<file path="config.mk">
export PLATFORM = sky130hd
export DESIGN_NAME = xmem_bus_ctrl
export DESIGN_NICKNAME = d
export VERILOG_FILES = /design/src/rtl/xmem_pkg.sv /design/src/rtl/xmem_route.sv /design/src/rtl/xmem_phase_cnt.sv /design/src/rtl/xmem_bus_ctrl.sv
export SDC_FILE = /design/constraint.sdc
export NUM_CORES = 1
export LEC_CHECK = 0
export BUFFER_PORTS_ARGS = -buffer_cell sky130_fd_sc_hd__buf_2
export CAP_MARGIN = 20
export CORE_ASPECT_RATIO = 1.1
export CORE_UTILIZATION = 50
export DETAILED_ROUTE_END_ITERATION = 10
export GPL_ROUTABILITY_DRIVEN = 0
export PLACE_DENSITY = 0.85
export RECOVER_POWER = 25
export REMOVE_ABC_BUFFERS = 1
export SLEW_MARGIN = 5
export SYNTH_ARGS = -nofsm -noshare
export SYNTH_HDL_FRONTEND = slang
export SYNTH_SLANG_ARGS = --single-unit
export TNS_END_PERCENT = 20
</file>
<file path="constraint.sdc">
create_clock -name clk -period 6.1 [get_ports clk]
set_input_delay 1.83 -clock clk [delete_from_list [all_inputs] [get_ports clk]]
set_output_delay 1.83 -clock clk [all_outputs]
set_load 0.02 [all_outputs]
</file>
<file path="src/rtl/xmem_pkg.sv">
package xmem_pkg;
  typedef enum logic [2:0] {
    ST_IDLE,
    ST_ADDR,
    ST_STRB,
    ST_HOLD,
    ST_RESP
  } xm_state_e;

  typedef enum logic [1:0] {
    K_CODE,
    K_READ,
    K_WRITE
  } xm_kind_e;
endpackage

</file>
<file path="src/rtl/xmem_route.sv">
// Decides whether a fetch is answered by on-chip ROM.
module xmem_route #(
  parameter int HI_W = 4
) (
  input  logic            is_code,
  input  logic            int_rom_en,
  input  logic [HI_W-1:0] addr_hi,
  output logic            to_rom
);
  always_comb to_rom = is_code && int_rom_en && (addr_hi == '0);
endmodule

</file>
<file path="src/rtl/xmem_phase_cnt.sv">
// Counts clocks spent in the current bus phase.
module xmem_phase_cnt #(
  parameter int W = 2
) (
  input  logic         clk,
  input  logic         rst_n,
  input  logic         clr,
  output logic [W-1:0] cnt
);
  always_ff @(posedge clk or negedge rst_n) begin
    if (!rst_n)   cnt <= '0;
    else if (clr) cnt <= '0;
    else          cnt <= cnt + 1'b1;
  end
endmodule

</file>
<file path="src/rtl/xmem_bus_ctrl.sv">
module xmem_bus_ctrl
  import xmem_pkg::*;
#(
  parameter int DATA_W      = 8,
  parameter int ROM_BYTES   = 4096,
  parameter int ADDR_CLKS   = 2,
  parameter int STROBE_CLKS = 3
) (
  input  logic                  clk,
  input  logic                  rst_n,
  input  logic                  int_rom_en,
  input  logic                  req_valid,
  output logic                  req_ready,
  input  logic [2*DATA_W-1:0]   req_addr,
  input  logic [DATA_W-1:0]     req_wdata,
  input  logic                  req_write,
  input  logic                  req_code,
  output logic                  rsp_valid,
  input  logic                  rsp_ready,
  output logic [DATA_W-1:0]     rsp_rdata,
  output logic [$clog2(ROM_BYTES)-1:0] rom_addr,
  input  logic [DATA_W-1:0]     rom_data,
  output logic [DATA_W-1:0]     p0_out,
  output logic                  p0_oe,
  input  logic [DATA_W-1:0]     p0_in,
  output logic [DATA_W-1:0]     p2_out,
  output logic                  ale,
  output logic                  psen_n,
  output logic                  rd_n,
  output logic                  wr_n
);
  localparam int ADDR_W = 2 * DATA_W;
  localparam int ROM_AW = $clog2(ROM_BYTES);
  localparam int PH_MAX = (ADDR_CLKS > STROBE_CLKS) ? ADDR_CLKS : STROBE_CLKS;
  localparam int CNT_W  = $clog2(PH_MAX + 1);
  localparam logic [CNT_W-1:0] ADDR_LAST = CNT_W'(ADDR_CLKS - 1);
  localparam logic [CNT_W-1:0] STRB_LAST = CNT_W'(STROBE_CLKS - 1);

  xm_state_e           state, nxt;
  xm_kind_e            kind_q;
  logic [ADDR_W-1:0]   addr_q;
  logic [DATA_W-1:0]   wdata_q;
  logic [DATA_W-1:0]   rdata_q;
  logic [CNT_W-1:0]    cnt;
  logic                to_rom;
  logic                accept;
  logic                strb_on;

  xmem_route #(.HI_W(ADDR_W - ROM_AW)) i_route (
    .is_code    (req_code),
    .int_rom_en (int_rom_en),
    .addr_hi    (req_addr[ADDR_W-1:ROM_AW]),
    .to_rom     (to_rom)
  );

  xmem_phase_cnt #(.W(CNT_W)) i_cnt (
    .clk   (clk),
    .rst_n (rst_n),
    .clr   (nxt != state),
    .cnt   (cnt)
  );

  assign accept   = (state == ST_IDLE) && req_valid;
  assign rom_addr = req_addr[ROM_AW-1:0];

  always_comb begin
    nxt = state;
    unique case (state)
      ST_IDLE: if (req_valid) nxt = to_rom ? ST_RESP : ST_ADDR;
      ST_ADDR: if (cnt == ADDR_LAST) nxt = ST_STRB;
      ST_STRB: if (cnt == STRB_LAST) nxt = (kind_q == K_WRITE) ? ST_HOLD : ST_RESP;
      ST_HOLD: nxt = ST_RESP;
      ST_RESP: if (rsp_ready) nxt = ST_IDLE;
      default: nxt = ST_IDLE;
    endcase
  end

  always_ff @(posedge clk or negedge rst_n) begin
    if (!rst_n) begin
      state   <= ST_IDLE;
      kind_q  <= K_READ;
      addr_q  <= '0;
      wdata_q <= '0;
      rdata_q <= '0;
    end else begin
      state <= nxt;
      if (accept) begin
        addr_q  <= req_addr;
        wdata_q <= req_wdata;
        kind_q  <= req_code ? K_CODE : (req_write ? K_WRITE : K_READ);
        if (to_rom) rdata_q <= rom_data;
      end
      if (state == ST_STRB && cnt == STRB_LAST && kind_q != K_WRITE)
        rdata_q <= p0_in;
    end
  end

  assign strb_on   = (state == ST_STRB);
  assign ale       = (state == ST_ADDR);
  assign psen_n    = !(strb_on && kind_q == K_CODE);
  assign rd_n      = !(strb_on && kind_q == K_READ);
  assign wr_n      = !(strb_on && kind_q == K_WRITE);
  assign p0_oe     = ale || ((strb_on || state == ST_HOLD) && kind_q == K_WRITE);
  assign p0_out    = ale ? addr_q[DATA_W-1:0] : wdata_q;
  assign p2_out    = addr_q[ADDR_W-1:DATA_W];
  assign req_ready = (state == ST_IDLE);
  assign rsp_valid = (state == ST_RESP);
  assign rsp_rdata = rdata_q;
endmodule

</file>
-- Yosys cells after proc, flatten, opt, wreduce, memory -nomap -nowiden
Index checks and enable logic that the tools add are counted.
W data, S select, Z words.
- bits in registers: 39
- input port bits: 47
- output and inout bits: 43
- add/sub/neg operators: 1
- eq/ne operators: 10
- reductions and logical operators: 20
- multiplexer cells: 14
- operators by type and width (cell ; number):
    $mux W8 ; 4
    $mux W3 ; 6
    $pmux W3 S5 ; 1
    $logic_and A1 B1 Y1 ; 9
    $eq A3 B2 Y1 const B ; 2
    $mux W2 ; 3
    $eq A2 B1 Y1 const B ; 2
    $eq A2 B2 Y1 const B ; 2
    $logic_not A4 Y1 ; 1
    $reduce_bool A2 Y1 ; 2
    $eq A3 B1 Y1 const B ; 1
    $eq A3 B3 Y1 const B ; 1
    $logic_not A1 Y1 ; 3
    $logic_not A3 Y1 ; 1
    $ne A3 B3 Y1 ; 1
    $add A2 B1 Y2 const B ; 1
    $logic_not A2 Y1 ; 1
    $logic_or A1 B1 Y1 ; 2
    $ne A2 B2 Y1 const B ; 1
    $reduce_and A2 Y1 ; 1

-- Depth between registers and ports, before layout
Gate-level depths: netlist of the first run.
- depth after elaboration: 7
- gate-level depth with buffers: 7

-- By module
A second synthesis of the first run with hierarchy kept.
- cell total of the unflattened synthesis: 221
- area, all modules: 2044.5 um^2
- modules (own cells, without submodules) (module ; area each (um^2) ; sequential area each (um^2) ; times used ; cells each):
    xmem_bus_ctrl ; 1965.6 ; 927.1 ; 1 ; 214
    xmem_phase_cnt ; 66.3 ; 50.0 ; 1 ; 5
    xmem_route ; 12.5 ; 0.0 ; 1 ; 2

-- Worst setup path before layout of the first run
OpenSTA, ideal clock, no wires.
- path kind: input-to-output
- from: input port req_addr[0]
- to: output port rom_addr[0]
- path slack: 2306 ps
- cell stages on the path: 1
- data arrival time: 1964 ps
- cell sequence: buf_4
- RTL lines (element ; RTL line ; RTL):
    start, declared ; xmem_bus_ctrl.sv:14 ; input logic [2*DATA_W-1:0] req_addr,
    end, declared ; xmem_bus_ctrl.sv:21 ; output logic [$clog2(ROM_BYTES)-1:0] rom_addr,
No word-level cell between the ends.

-- Worst setup path in the final report of the first run
- from: register state[0]
- to: output port p0_out[2]
- cells in the longest elaborated chain, start to end: 2
- ends and longest elaborated chain (element ; RTL line ; RTL):
    start, declared ; xmem_bus_ctrl.sv:39 ; xm_state_e state, nxt;
    start signal, assigned ; xmem_bus_ctrl.sv:86 ; state <= nxt;
    $eq A3 B1 Y1 ; xmem_bus_ctrl.sv:99 ; assign ale = (state == ST_ADDR);
    $mux W8 ; xmem_bus_ctrl.sv:104 ; assign p0_out = ale ? addr_q[DATA_W-1:0] : wdata_q;
    end, declared ; xmem_bus_ctrl.sv:23 ; output logic [DATA_W-1:0] p0_out,
Every way passes these cells.

==> PnR_summary.wiki, run 1 <==
{| class="wikitable"
! Metric !! Value
|-
| Starting utilization of the core area || 53.4%
|-
| First-iteration detailed-routing DRC count || 106
|-
| Leak pwr || 1.33 nW
|-
| Number of setup buffers added after CTS || 0
|-
| GR Util met1 || 25.3%
|-
| Data arrival time of the critical path || 2.15 ns
|-
| Crit path buffers/inverters || 2
|-
| Via count of the routed design || 1616
|-
| Number of placement rows || 23
|-
| Clock buffer count from CTS || 5
|-
| Violated checks || capacitance limit, slew limit
|-
| Most frequently used cell type in the post-synthesis netlist || sky130_fd_sc_hd__nand2_1
|-
| Kind of capture point of the worst setup path || primary output
|-
| Clock network latency to the later pin of the worst-skew pair || 0.28 ns
|-
| Global routing met3 resource utilization || 5.33%
|-
| Master cell of the clock root buffer || sky130_fd_sc_hd__clkbuf_8
|-
| Post-layout utilization of the core || 63.8%
|-
| Layout overhead on the synthesized area || 19.4%
|-
| Most common library cells after synthesis || sky130_fd_sc_hd__nand2_1, sky130_fd_sc_hd__dfrtp_1, sky130_fd_sc_hd__buf_4
|-
| Min cycle time layout || 3.98 ns
|-
| Count of cells resized by post-cts repair || 0
|-
| Total DRC errors in the routed layout || 0
|-
| Max Clock Skew || 0.00564 ns
|-
| Hold Startpoint || i_cnt.cnt[0]$_DFF_PN0_
|-
| Highest attainable clock frequency || 251 MHz
|-
| Cells traversed along the worst timing path || or2b_1 > or2_2 > inv_2 > mux2_2 > buf_2
|-
| # Max-Cap Violations || 1
|-
| Antenna diode count || 0
|-
| Ys flop type || sky130_fd_sc_hd__dfrtp_1
|-
| Antenna violations before repair || 0
|-
| Most used routing layer in global routing || met2
|-
| Die Footprint || 4260 um^2
|-
| Half-perimeter wire length after detailed placement || 2980 um
|-
| Placeable core area || 3740 um^2
|-
| Area after detailed placement || 2300 um^2
|-
| Part of the cycle the worst path needs || 65.3%
|-
| I/O pin count || 90
|-
| Post-Syn Instances || 218
|-
| CP max stage delay || 0.55 ns
|-
| Remaining global-route overflow || 0
|-
| TritonCTS clock tree || built
|-
| Maximum fanout along the worst path || 10
|-
| Netlist area before placement || 2000 um^2
|-
| Category of the most critical setup path || reg -> out
|-
| Pwr per Cell Area || 539 nW/um^2
|-
| Register-to-Register Setup Slack || 3.88 ns
|-
| Slowest cell on the critical path || sky130_fd_sc_hd__dfrtp_1
|-
| Vias in the first global route || 1478
|-
| Final #Nets || 334
|-
| Height of the chip || 68.3 um
|-
| Clock net sink count || 39
|-
| VDD IR max || 0.285 mV
|-
| Result of the run || complete, but fails checks
|-
| Count of flip-flops with a built-in enable after synthesis || 0
|-
| Worst reg2reg path endpoint || rsp_rdata[2]$_DFFE_PN0P_
|-
| Count of unique library cells instantiated by Yosys || 35
|-
| Cell depth of the worst hold path || 1
|-
| Launch point of the worst reg-to-reg path || state[0]$_DFF_PN0_
|-
| Worst endpoint required time || 4.27 ns
|-
| Routed wire per std cell || 11.9 um
|-
| Pin count of the biggest net entering global routing || 40
|-
| Warnings, synthesis || 0
|-
| Area share of the largest cell type after synthesis || 47.6%
|-
| Max Slew Vio Count || 40
|-
| Category of cells accounting for the largest share of critical-path delay || simple AND/OR/NAND/NOR gates
|-
| Worst r2r path cells || 5
|-
| Overall routing resource usage || 20.3%
|-
| Wire length of the first global-routing pass || 6570 um
|-
| Clock transition at the register clock pins on the worst setup and hold paths after CTS || 0.07 ns
|-
| Register bit total from synthesis || 39
|-
| Average size of a mapped cell || 9.17 um^2
|-
| Yosys top cell by area || sky130_fd_sc_hd__dfrtp_1
|-
| Worst Max-Slew Pin Slew || 1.96 ns
|-
| Relative slew slack || -30.5%
|-
| Unrepaired setup endpoints after global routing || no
|-
| Global-route track usage on met2 || 34.2%
|-
| Maximum root-to-sink buffer count || 2
|-
| Cell types with the largest area share after synthesis || sky130_fd_sc_hd__dfrtp_1, sky130_fd_sc_hd__nand2_1, sky130_fd_sc_hd__buf_4, sky130_fd_sc_hd__mux2_2, sky130_fd_sc_hd__mux2i_1
|-
| Capture endpoint of the worst hold path || i_cnt.cnt[0]$_DFF_PN0_
|-
| H-tree depth || 2
|-
| Die span in x || 62.3 um
|-
| Hold violation count in the final report || 0
|-
| Worst hold path type || reg -> reg
|-
| Category of the worst setup path launch point || flip-flop
|-
| Share of final-layout standard cells stronger than drive strength 1 || 39.5%
|-
| Sequential share of the synthesized area || 48.9%
|-
| Tot Pwr || 1.29 mW
|-
| Number of iterations in the first detailed-routing pass || 4
|-
| Number of hold-repair buffers added at the cts stage || 0
|-
| Final setup violation count || 0
|-
| Port Buf Inserts || 89
|-
| Share of flip-flops with an asynchronous set or reset after synthesis || 100%
|-
| Ratio of routed vias to standard cells || 4.81
|-
| Setup TNS || 0 ns
|-
| Final ANT Viol Nets || 0
|-
| Post-route cell area || 2390 um^2
|-
| Aggregate routed wire length || 4000 um
|}
[cells in the final DEF (no fill, tap or decap), drive strengths merged, types with 2 or more instances in the layout]
cell type  instances
a21oi             11
nand3b             2
clkbuf             7
dfrtp             38
nor2b              2
mux2               8
nor3               3
nor2              10
or3b               3
nand2b             2
buf               89
inv                4
mux2i              8
ha                 2
nand2             80
[worst max-delay path by stage]
stage                       start          end  cells past startpoint
6_report       state[0]$_DFF_PN0_    p0_out[2]                      5
5_1_grt        state[0]$_DFF_PN0_    p0_out[2]                      5
4_1_cts        state[0]$_DFF_PN0_    p0_out[2]                      5
3_5_place_dp          req_addr[4]  rom_addr[4]                      2
3_3_place_gp          req_addr[4]  rom_addr[4]                      2
2_1_floorplan         req_addr[0]  rom_addr[0]                      0
[power by group]
group	internal, mW	switching [mW]	total [mW]
logic	0.255	0.390	0.645
registers	0.386	0.0903	0.476
clock network	0.0798	0.0850	0.165
[layer usage]
| layer | share of wire [%] | up-vias |
|---|---|---|
| met4 | 1.0 | 0 |
| met5 | 0 | - |
| met2 | 51 | 47 |
| li1 | - | 818 |
| met3 | 4.4 | 2 |
| met1 | 44 | 749 |
[registers in the layout (all words and copies together), names as in the netlist]
| signal | cells |
|---|---|
| rsp_rdata | 8 |
| kind_q | 2 |
| wdata_q | 8 |
| i_cnt.cnt | 2 |
| addr_q | 16 |
| state | 3 |
[stage by stage]
step	setup WS, ns	cells	hold slack [ns]
floorplan	2.44	188	0.437
global placement	2.18	328	0.451
detailed placement	2.18	328	0.456
CTS	2.10	336	0.466
global route	2.01	336	0.494
finish	2.12	336	0.466
[cells by family (layout without fill, tap and decap cells)]
kind of cell,count (synthesis),after routing,share of synthesized area (%)
muxes,16,16,8.51
adders and majority gates,2,2,1.25
DFF,39,39,48.9
buffers and inverters,34,102,11.3
and+or+nand+nor,110,110,24.7
AOI/OAI and AO/OA,17,17,5.38
[worst register-to-register path, cell delays in order, from the launching register on]
cell                      delay, ns
sky130_fd_sc_hd__dfrtp_1       0.50
sky130_fd_sc_hd__nor4b_4       0.32
sky130_fd_sc_hd__buf_4         0.31
sky130_fd_sc_hd__nand4_1       0.54
sky130_fd_sc_hd__mux2i_1       0.31
sky130_fd_sc_hd__a21oi_1       0.10
[area by class of cell]
| class | instances | area (um^2) |
|---|---|---|
| clock inverters | 2 | 12.5 |
| fillers | 342 | 1350 |
| flip-flops and latches | 39 | 977 |
| well taps | 50 | 62.6 |
| multi-input cells | 145 | 796 |
| clock buffers | 6 | 72.6 |
| inverters | 4 | 15.0 |
| repair buffers | 90 | 452 |
Note: power is estimated with default switching activity, not from simulation.
==> inputs of run 2 (changes only) <==
Settings changed: CORE_UTILIZATION 50 to 42, PLACE_DENSITY 0.85 to 0.76.
Clock period 6.1 ns to 3.5 ns, I/O delays scaled along.
==> PnR_summary.wiki, run 2 (synthesis gave the netlist of run 1 again) <==
{| class="wikitable"
! Metric !! Value
|-
| Result of the run || complete, but fails checks
|-
| Violated checks || capacitance limit, slew limit
|-
| Category of the most critical setup path || reg -> out
|-
| Leak pwr || 1.34 nW
|-
| Number of iterations in the first detailed-routing pass || 4
|-
| Relative slew slack || -34.2%
|-
| Tot Pwr || 2.24 mW
|-
| Height of the chip || 74.4 um
|-
| Overall routing resource usage || 17.2%
|-
| Slowest cell on the critical path || sky130_fd_sc_hd__dfrtp_1
|-
| Global routing met3 resource utilization || 3.99%
|-
| Unrepaired setup endpoints after global routing || no
|-
| Maximum fanout along the worst path || 10
|-
| # Max-Cap Violations || 1
|-
| Vias in the first global route || 1463
|-
| Antenna diode count || 0
|-
| Die Footprint || 5040 um^2
|-
| Master cell of the clock root buffer || sky130_fd_sc_hd__clkbuf_8
|-
| Cells traversed along the worst timing path || or2b_1 > or2_2 > inv_2 > mux2_2 > buf_2
|-
| Most common cell after layout, fill and taps aside || sky130_fd_sc_hd__buf_2
|-
| Worst endpoint required time || 2.45 ns
|-
| Min cycle time layout || 3.15 ns
|-
| Number of setup buffers added after CTS || 0
|-
| Clock network latency to the later pin of the worst-skew pair || 0.28 ns
|-
| Via count of the routed design || 1645
|-
| Antenna violations before repair || 0
|-
| Flip-flop count of the largest register after layout || 16
|-
| Kind of capture point of the worst setup path || primary output
|-
| Pin count of the biggest net entering global routing || 40
|-
| Setup TNS || 0 ns
|-
| Total DRC errors in the routed layout || 0
|-
| Reg with most FFs || addr_q
|-
| Area after detailed placement || 2310 um^2
|-
| Max Slew Vio Count || 40
|-
| Count of cells resized by post-cts repair || 0
|-
| Hold violation count in the final report || 0
|-
| Share of final-layout standard cells stronger than drive strength 1 || 39.2%
|-
| Number of hold-repair buffers added at the cts stage || 0
|-
| Depth of the critical timing path with buffers and inverters included || 5
|-
| Layout overhead on the synthesized area || 19.5%
|-
| Number of placement rows || 25
|-
| Highest attainable clock frequency || 318 MHz
|-
| Category of cells accounting for the largest share of critical-path delay || simple AND/OR/NAND/NOR gates
|-
| Post-route cell area || 2390 um^2
|-
| Cell depth of the worst hold path || 2
|-
| Worst r2r path cells || 4
|-
| GR Util met1 || 21.3%
|-
| Aggregate routed wire length || 4180 um
|-
| Maximum root-to-sink buffer count || 2
|-
| Clock buffer count from CTS || 5
|-
| Commonest cells after routing, fill and taps aside || sky130_fd_sc_hd__buf_2, sky130_fd_sc_hd__nand2_1, sky130_fd_sc_hd__dfrtp_1
|-
| Final #Nets || 334
|-
| First-iteration detailed-routing DRC count || 42
|-
| Global-route track usage on met2 || 29.5%
|-
| I/O pin count || 90
|-
| Port Buf Inserts || 89
|-
| TritonCTS clock tree || built
|-
| Part of the cycle the worst path needs || 90.0%
|-
| Category of the worst setup path launch point || flip-flop
|-
| Pwr per Cell Area || 937 nW/um^2
|-
| Data arrival time of the critical path || 2.10 ns
|-
| Most used routing layer in global routing || met2
|-
| Placeable core area || 4440 um^2
|-
| VDD IR max || 0.399 mV
|-
| H-tree depth || 2
|-
| Final setup violation count || 0
|-
| Worst Max-Slew Pin Slew || 2.01 ns
|-
| Wire length of the first global-routing pass || 6510 um
|-
| Worst hold path type || reg -> reg
|-
| Final ANT Viol Nets || 0
|-
| Die span in x || 67.8 um
|-
| Crit path buffers/inverters || 2
|-
| Remaining global-route overflow || 0
|-
| Half-perimeter wire length after detailed placement || 3080 um
|-
| Ratio of routed vias to standard cells || 4.84
|-
| Routed wire per std cell || 12.3 um
|-
| Max Clock Skew || 0.00339 ns
|-
| Clock transition at the register clock pins on the worst setup and hold paths after CTS || 0.07 ns
|-
| Clock net sink count || 39
|-
| CP max stage delay || 0.54 ns
|-
| Starting utilization of the core area || 45.0%
|}
==> run 2: metrics by stage <==
stage | hold slack, ns | instances | setup WS (ns) | utilization [%]
after global placement | 0.454 | 332 | 0.705 | 52.0
after CTS | 0.477 | 340 | 0.344 | 53.8
after detailed placement | 0.459 | 332 | 0.669 | 52.0
after floorplan | 0.437 | 188 | 0.717 | -
final | 0.470 | 340 | 0.351 | 53.8
after global routing | 0.496 | 340 | 0.230 | 53.8
==> run 2: report_power, final <==
part           total (mW)  internal (mW)  switching [mW]  leakage [nW]
logic                1.12          0.444           0.678         0.816
clock network       0.285          0.140           0.145        0.0422
registers           0.831          0.673           0.159         0.477
==> run 2: worst register-to-register path: stages (launching register included) <==
cell,delay (ns)
sky130_fd_sc_hd__dfrtp_1,0.50
sky130_fd_sc_hd__nor4b_4,0.39
sky130_fd_sc_hd__nand4_1,0.56
sky130_fd_sc_hd__mux2i_1,0.33
sky130_fd_sc_hd__a21oi_1,0.09
==> run 2: metal layers <==
metal	vias up	share of wire, %
met1	776	44
met5	-	0
met2	47	50
met4	0	1.3
li1	816	-
met3	6	4.5
==> run 2: worst paths after layout <==
check / startpoint / end / slack, ns
worst max-delay path: state[0]$_DFF_PN0_ / p0_out[0] / 0.35
worst min-delay path: addr_q[6]$_DFFE_PN0P_ / addr_q[6]$_DFFE_PN0P_ / 0.47
worst max register to register: state[0]$_DFF_PN0_ / rsp_rdata[3]$_DFFE_PN0P_ / 1.49
worst min register to register: addr_q[6]$_DFFE_PN0P_ / addr_q[6]$_DFFE_PN0P_ / 0.47
max in group asynchronous: rst_n / rsp_rdata[3]$_DFFE_PN0P_ / 1.01
min in group asynchronous: rst_n / wdata_q[5]$_DFFE_PN0P_ / 1.34
==> run 2: area by class of cell <==
type                            instances  area, um^2
Clock buffer                            7        76.3
Clock inverter                          1        5.00
Fill cell                             436        2050
Inverter                                4        15.0
Multi-Input combinational cell        145         796
Sequential cell                        39         977
Tap cell                               54        67.6
Timing Repair Buffer                   90         452
==> inputs of run 3 (changes only) <==
Settings changed: CORE_MARGIN set to 2, CORE_UTILIZATION 42 to 43, PLACE_DENSITY 0.76 to 0.78, SYNTH_HIERARCHICAL set to 1.
==> PnR_summary.wiki, run 3 <==
{| class="wikitable"
! Metric !! Value
|-
| Aggregate routed wire length || 4350 um
|-
| Register share of total power || 34.0%
|-
| Most common library cells after synthesis || sky130_fd_sc_hd__nand2_1, sky130_fd_sc_hd__dfrtp_1, sky130_fd_sc_hd__buf_4, sky130_fd_sc_hd__mux2_2
|-
| Post-place setup slack || 0.574 ns
|-
| Most common cell after layout, fill and taps aside || sky130_fd_sc_hd__buf_2
|-
| Combinational cell fraction of total power || 50.2%
|-
| Netlist area before placement || 2040 um^2
|-
| Cells traversed along the worst timing path || nor3b_2 > buf_4 > mux2_2 > buf_2
|-
| Remaining global-route overflow || 0
|-
| Filler cell count in the final layout || 432
|-
| Min cycle time layout || 2.90 ns
|-
| Die span in x || 69.7 um
|-
| Ys flop type || sky130_fd_sc_hd__dfrtp_1
|-
| Yosys top cell by area || sky130_fd_sc_hd__dfrtp_1
|-
| Most frequently used cell type in the post-synthesis netlist || sky130_fd_sc_hd__nand2_1
|-
| Ratio of routed vias to standard cells || 4.93
|-
| Starting utilization of the core area || 44.3%
|-
| Warnings, synthesis || 6
|-
| Minimum hold slack || 0.475 ns
|-
| First-iteration detailed-routing DRC count || 147
|-
| Number of iterations in the first detailed-routing pass || 4
|-
| Switching Share || 42.3%
|-
| Antenna violations before repair || 0
|-
| Part of the cycle the worst path needs || 82.8%
|-
| Share of final-layout standard cells stronger than drive strength 1 || 42.0%
|-
| Maximum root-to-sink buffer count || 2
|-
| Worst Max-Slew Pin Slew || 2.02 ns
|-
| Cell total after placement || 343
|-
| # Max-Cap Violations || 1
|-
| Category of cells accounting for the largest share of critical-path delay || buffers and inverters
|-
| Clock net sink count || 39
|-
| Vias in the first global route || 1627
|-
| TritonCTS clock tree || built
|-
| Count of unique library cells instantiated by Yosys || 32
|-
| Overall routing resource usage || 16.8%
|-
| Port Buf Inserts || 89
|-
| Half-perimeter wire length after detailed placement || 3200 um
|-
| Share of flip-flops with an asynchronous set or reset after synthesis || 100%
|-
| Setup TNS || 0 ns
|-
| Total DRC errors in the routed layout || 0
|-
| Post-Syn Instances || 221
|-
| Worst setup path startpoint || state[2]$_DFF_PN0_
|-
| Slowest cell on the critical path || sky130_fd_sc_hd__dfrtp_1
|-
| Register-to-Register Setup Slack || 1.52 ns
|-
| Pwr per Cell Area || 911 nW/um^2
|-
| Number of setup buffers added after CTS || 0
|-
| Clock transition at the register clock pins on the worst setup and hold paths after CTS || 0.07 ns
|-
| Result of the run || complete, but fails checks
|-
| Number of placement rows || 26
|-
| Final #Nets || 341
|-
| Slack of the critical path || 0.602 ns
|-
| Max Slew Vio Count || 40
|-
| Clock network latency to the later pin of the worst-skew pair || 0.29 ns
|-
| Count of cells resized by post-cts repair || 0
|-
| Die Footprint || 5320 um^2
|-
| Reg with most FFs || addr_q
|-
| Master cell of the clock root buffer || sky130_fd_sc_hd__clkbuf_8
|-
| Average size of a mapped cell || 9.25 um^2
|-
| Worst endpoint required time || 2.45 ns
|-
| Final ANT Viol Nets || 0
|-
| Launch point of the worst reg-to-reg path || state[2]$_DFF_PN0_
|-
| Tot Pwr || 2.31 mW
|-
| Crit path buffers/inverters || 2
|-
| Antenna diode count || 0
|-
| Leak pwr || 1.36 nW
|-
| Data arrival time of the critical path || 1.85 ns
|-
| Commonest cells after routing, fill and taps aside || sky130_fd_sc_hd__buf_2, sky130_fd_sc_hd__nand2_1, sky130_fd_sc_hd__dfrtp_1
|-
| Non-filler instance count after layout || 351
|-
| Highest attainable clock frequency || 345 MHz
|-
| Power share of the clock group || 15.8%
|-
| Cell types with the largest area share after synthesis || sky130_fd_sc_hd__dfrtp_1, sky130_fd_sc_hd__nand2_1, sky130_fd_sc_hd__mux2_2, sky130_fd_sc_hd__buf_4, sky130_fd_sc_hd__a21oi_1
|-
| Flip-flop count of the largest register after layout || 16
|-
| H-tree depth || 2
|-
| Number of hold-repair buffers added at the cts stage || 0
|-
| Multi-input combinational cell area || 886 um^2
|-
| Kind of capture point of the worst setup path || primary output
|-
| Routed wire per std cell || 12.4 um
|-
| Placeable core area || 4620 um^2
|-
| Layout overhead on the synthesized area || 23.9%
|-
| Unrepaired setup endpoints after global routing || no
|-
| Area after detailed placement || 2430 um^2
|-
| Wire length of the first global-routing pass || 7270 um
|-
| Category of the worst setup path launch point || flip-flop
|-
| Post-layout utilization of the core || 54.8%
|-
| Max Clock Skew || 0.00727 ns
|-
| Violated checks || capacitance limit, slew limit
|-
| Count of flip-flops with a built-in enable after synthesis || 0
|-
| Area taken by flip-flops and latches || 977 um^2
|-
| Height of the chip || 76.3 um
|-
| Category of the most critical setup path || reg -> out
|-
| Clock buffer count from CTS || 5
|-
| Switching power total || 0.977 mW
|-
| Maximum fanout along the worst path || 7
|-
| Sequential share of the synthesized area || 47.8%
|-
| Pin count of the biggest net entering global routing || 40
|-
| Area share of the largest cell type after synthesis || 46.5%
|-
| Hold violation count in the final report || 0
|-
| VDD IR max || 0.405 mV
|-
| Final setup violation count || 0
|-
| Relative slew slack || -34.6%
|-
| Hold Startpoint || wdata_q[2]$_DFFE_PN0P_
|-
| Register bit total from synthesis || 39
|-
| Via count of the routed design || 1732
|-
| Power Internal || 1.33 mW
|-
| CP max stage delay || 0.40 ns
|-
| Worst hold path type || reg -> reg
|-
| Post-route cell area || 2530 um^2
|-
| I/O pin count || 90
|}
[run 3: kinds of logic (layout without fill, tap and decap cells)]
family	after synthesis	count (layout)	share of synthesized area, %
flops	39	39	47.8
compound gates	18	18	5.32
mux	22	22	12.0
buf+inv	31	105	9.55
simple gates	110	110	24.9
xor+xnor	1	1	0.428
[run 3: worst paths after layout]
| path | endpoint | cells after the start |
|---|---|---|
| min reg2reg | wdata_q[2]$_DFFE_PN0P_ | 2 |
| max in group asynchronous | wdata_q[6]$_DFFE_PN0P_ | 1 |
| max | p0_out[6] | 4 |
| min in group asynchronous | addr_q[1]$_DFFE_PN0P_ | 1 |
| max reg2reg | rsp_rdata[5]$_DFFE_PN0P_ | 5 |
| min | wdata_q[2]$_DFFE_PN0P_ | 2 |
[run 3: layout make-up]
cell class	instances	share of cell area [%]
multi-input cells	151	35.0
inverters	3	0.445
well taps	56	2.77
clock inverters	1	1.19
clock buffers	7	3.01
repair buffers	94	19.0
flip-flops and latches	39	38.6
[run 3: power by group through the flow]
stage          sequential (mW)  combinational [mW]  clock (mW)
6_report                 0.785                1.16       0.365
5_1_grt                  0.814                1.28       0.392
4_1_cts                  0.790                1.17       0.374
3_5_place_dp             0.799                1.17           0
3_3_place_gp             0.786                1.15           0
2_1_floorplan            0.921               0.625           0
[run 3: worst min-delay path, cell delays in order (launching register included)]
cell	delay, ns
sky130_fd_sc_hd__dfrtp_1	0.34
sky130_fd_sc_hd__nand2_1	0.05
sky130_fd_sc_hd__nand2_1	0.05
[run 3: per-layer routing]
metal | GRT usage (%) | vias to the layer above | wire length, um
met5 | 0 | - | 0
met4 | 5.38 | 0 | 35
met3 | 4.63 | 4 | 227
met2 | 30.2 | 48 | 2310
met1 | 19.4 | 830 | 1770
li1 | - | 850 | -
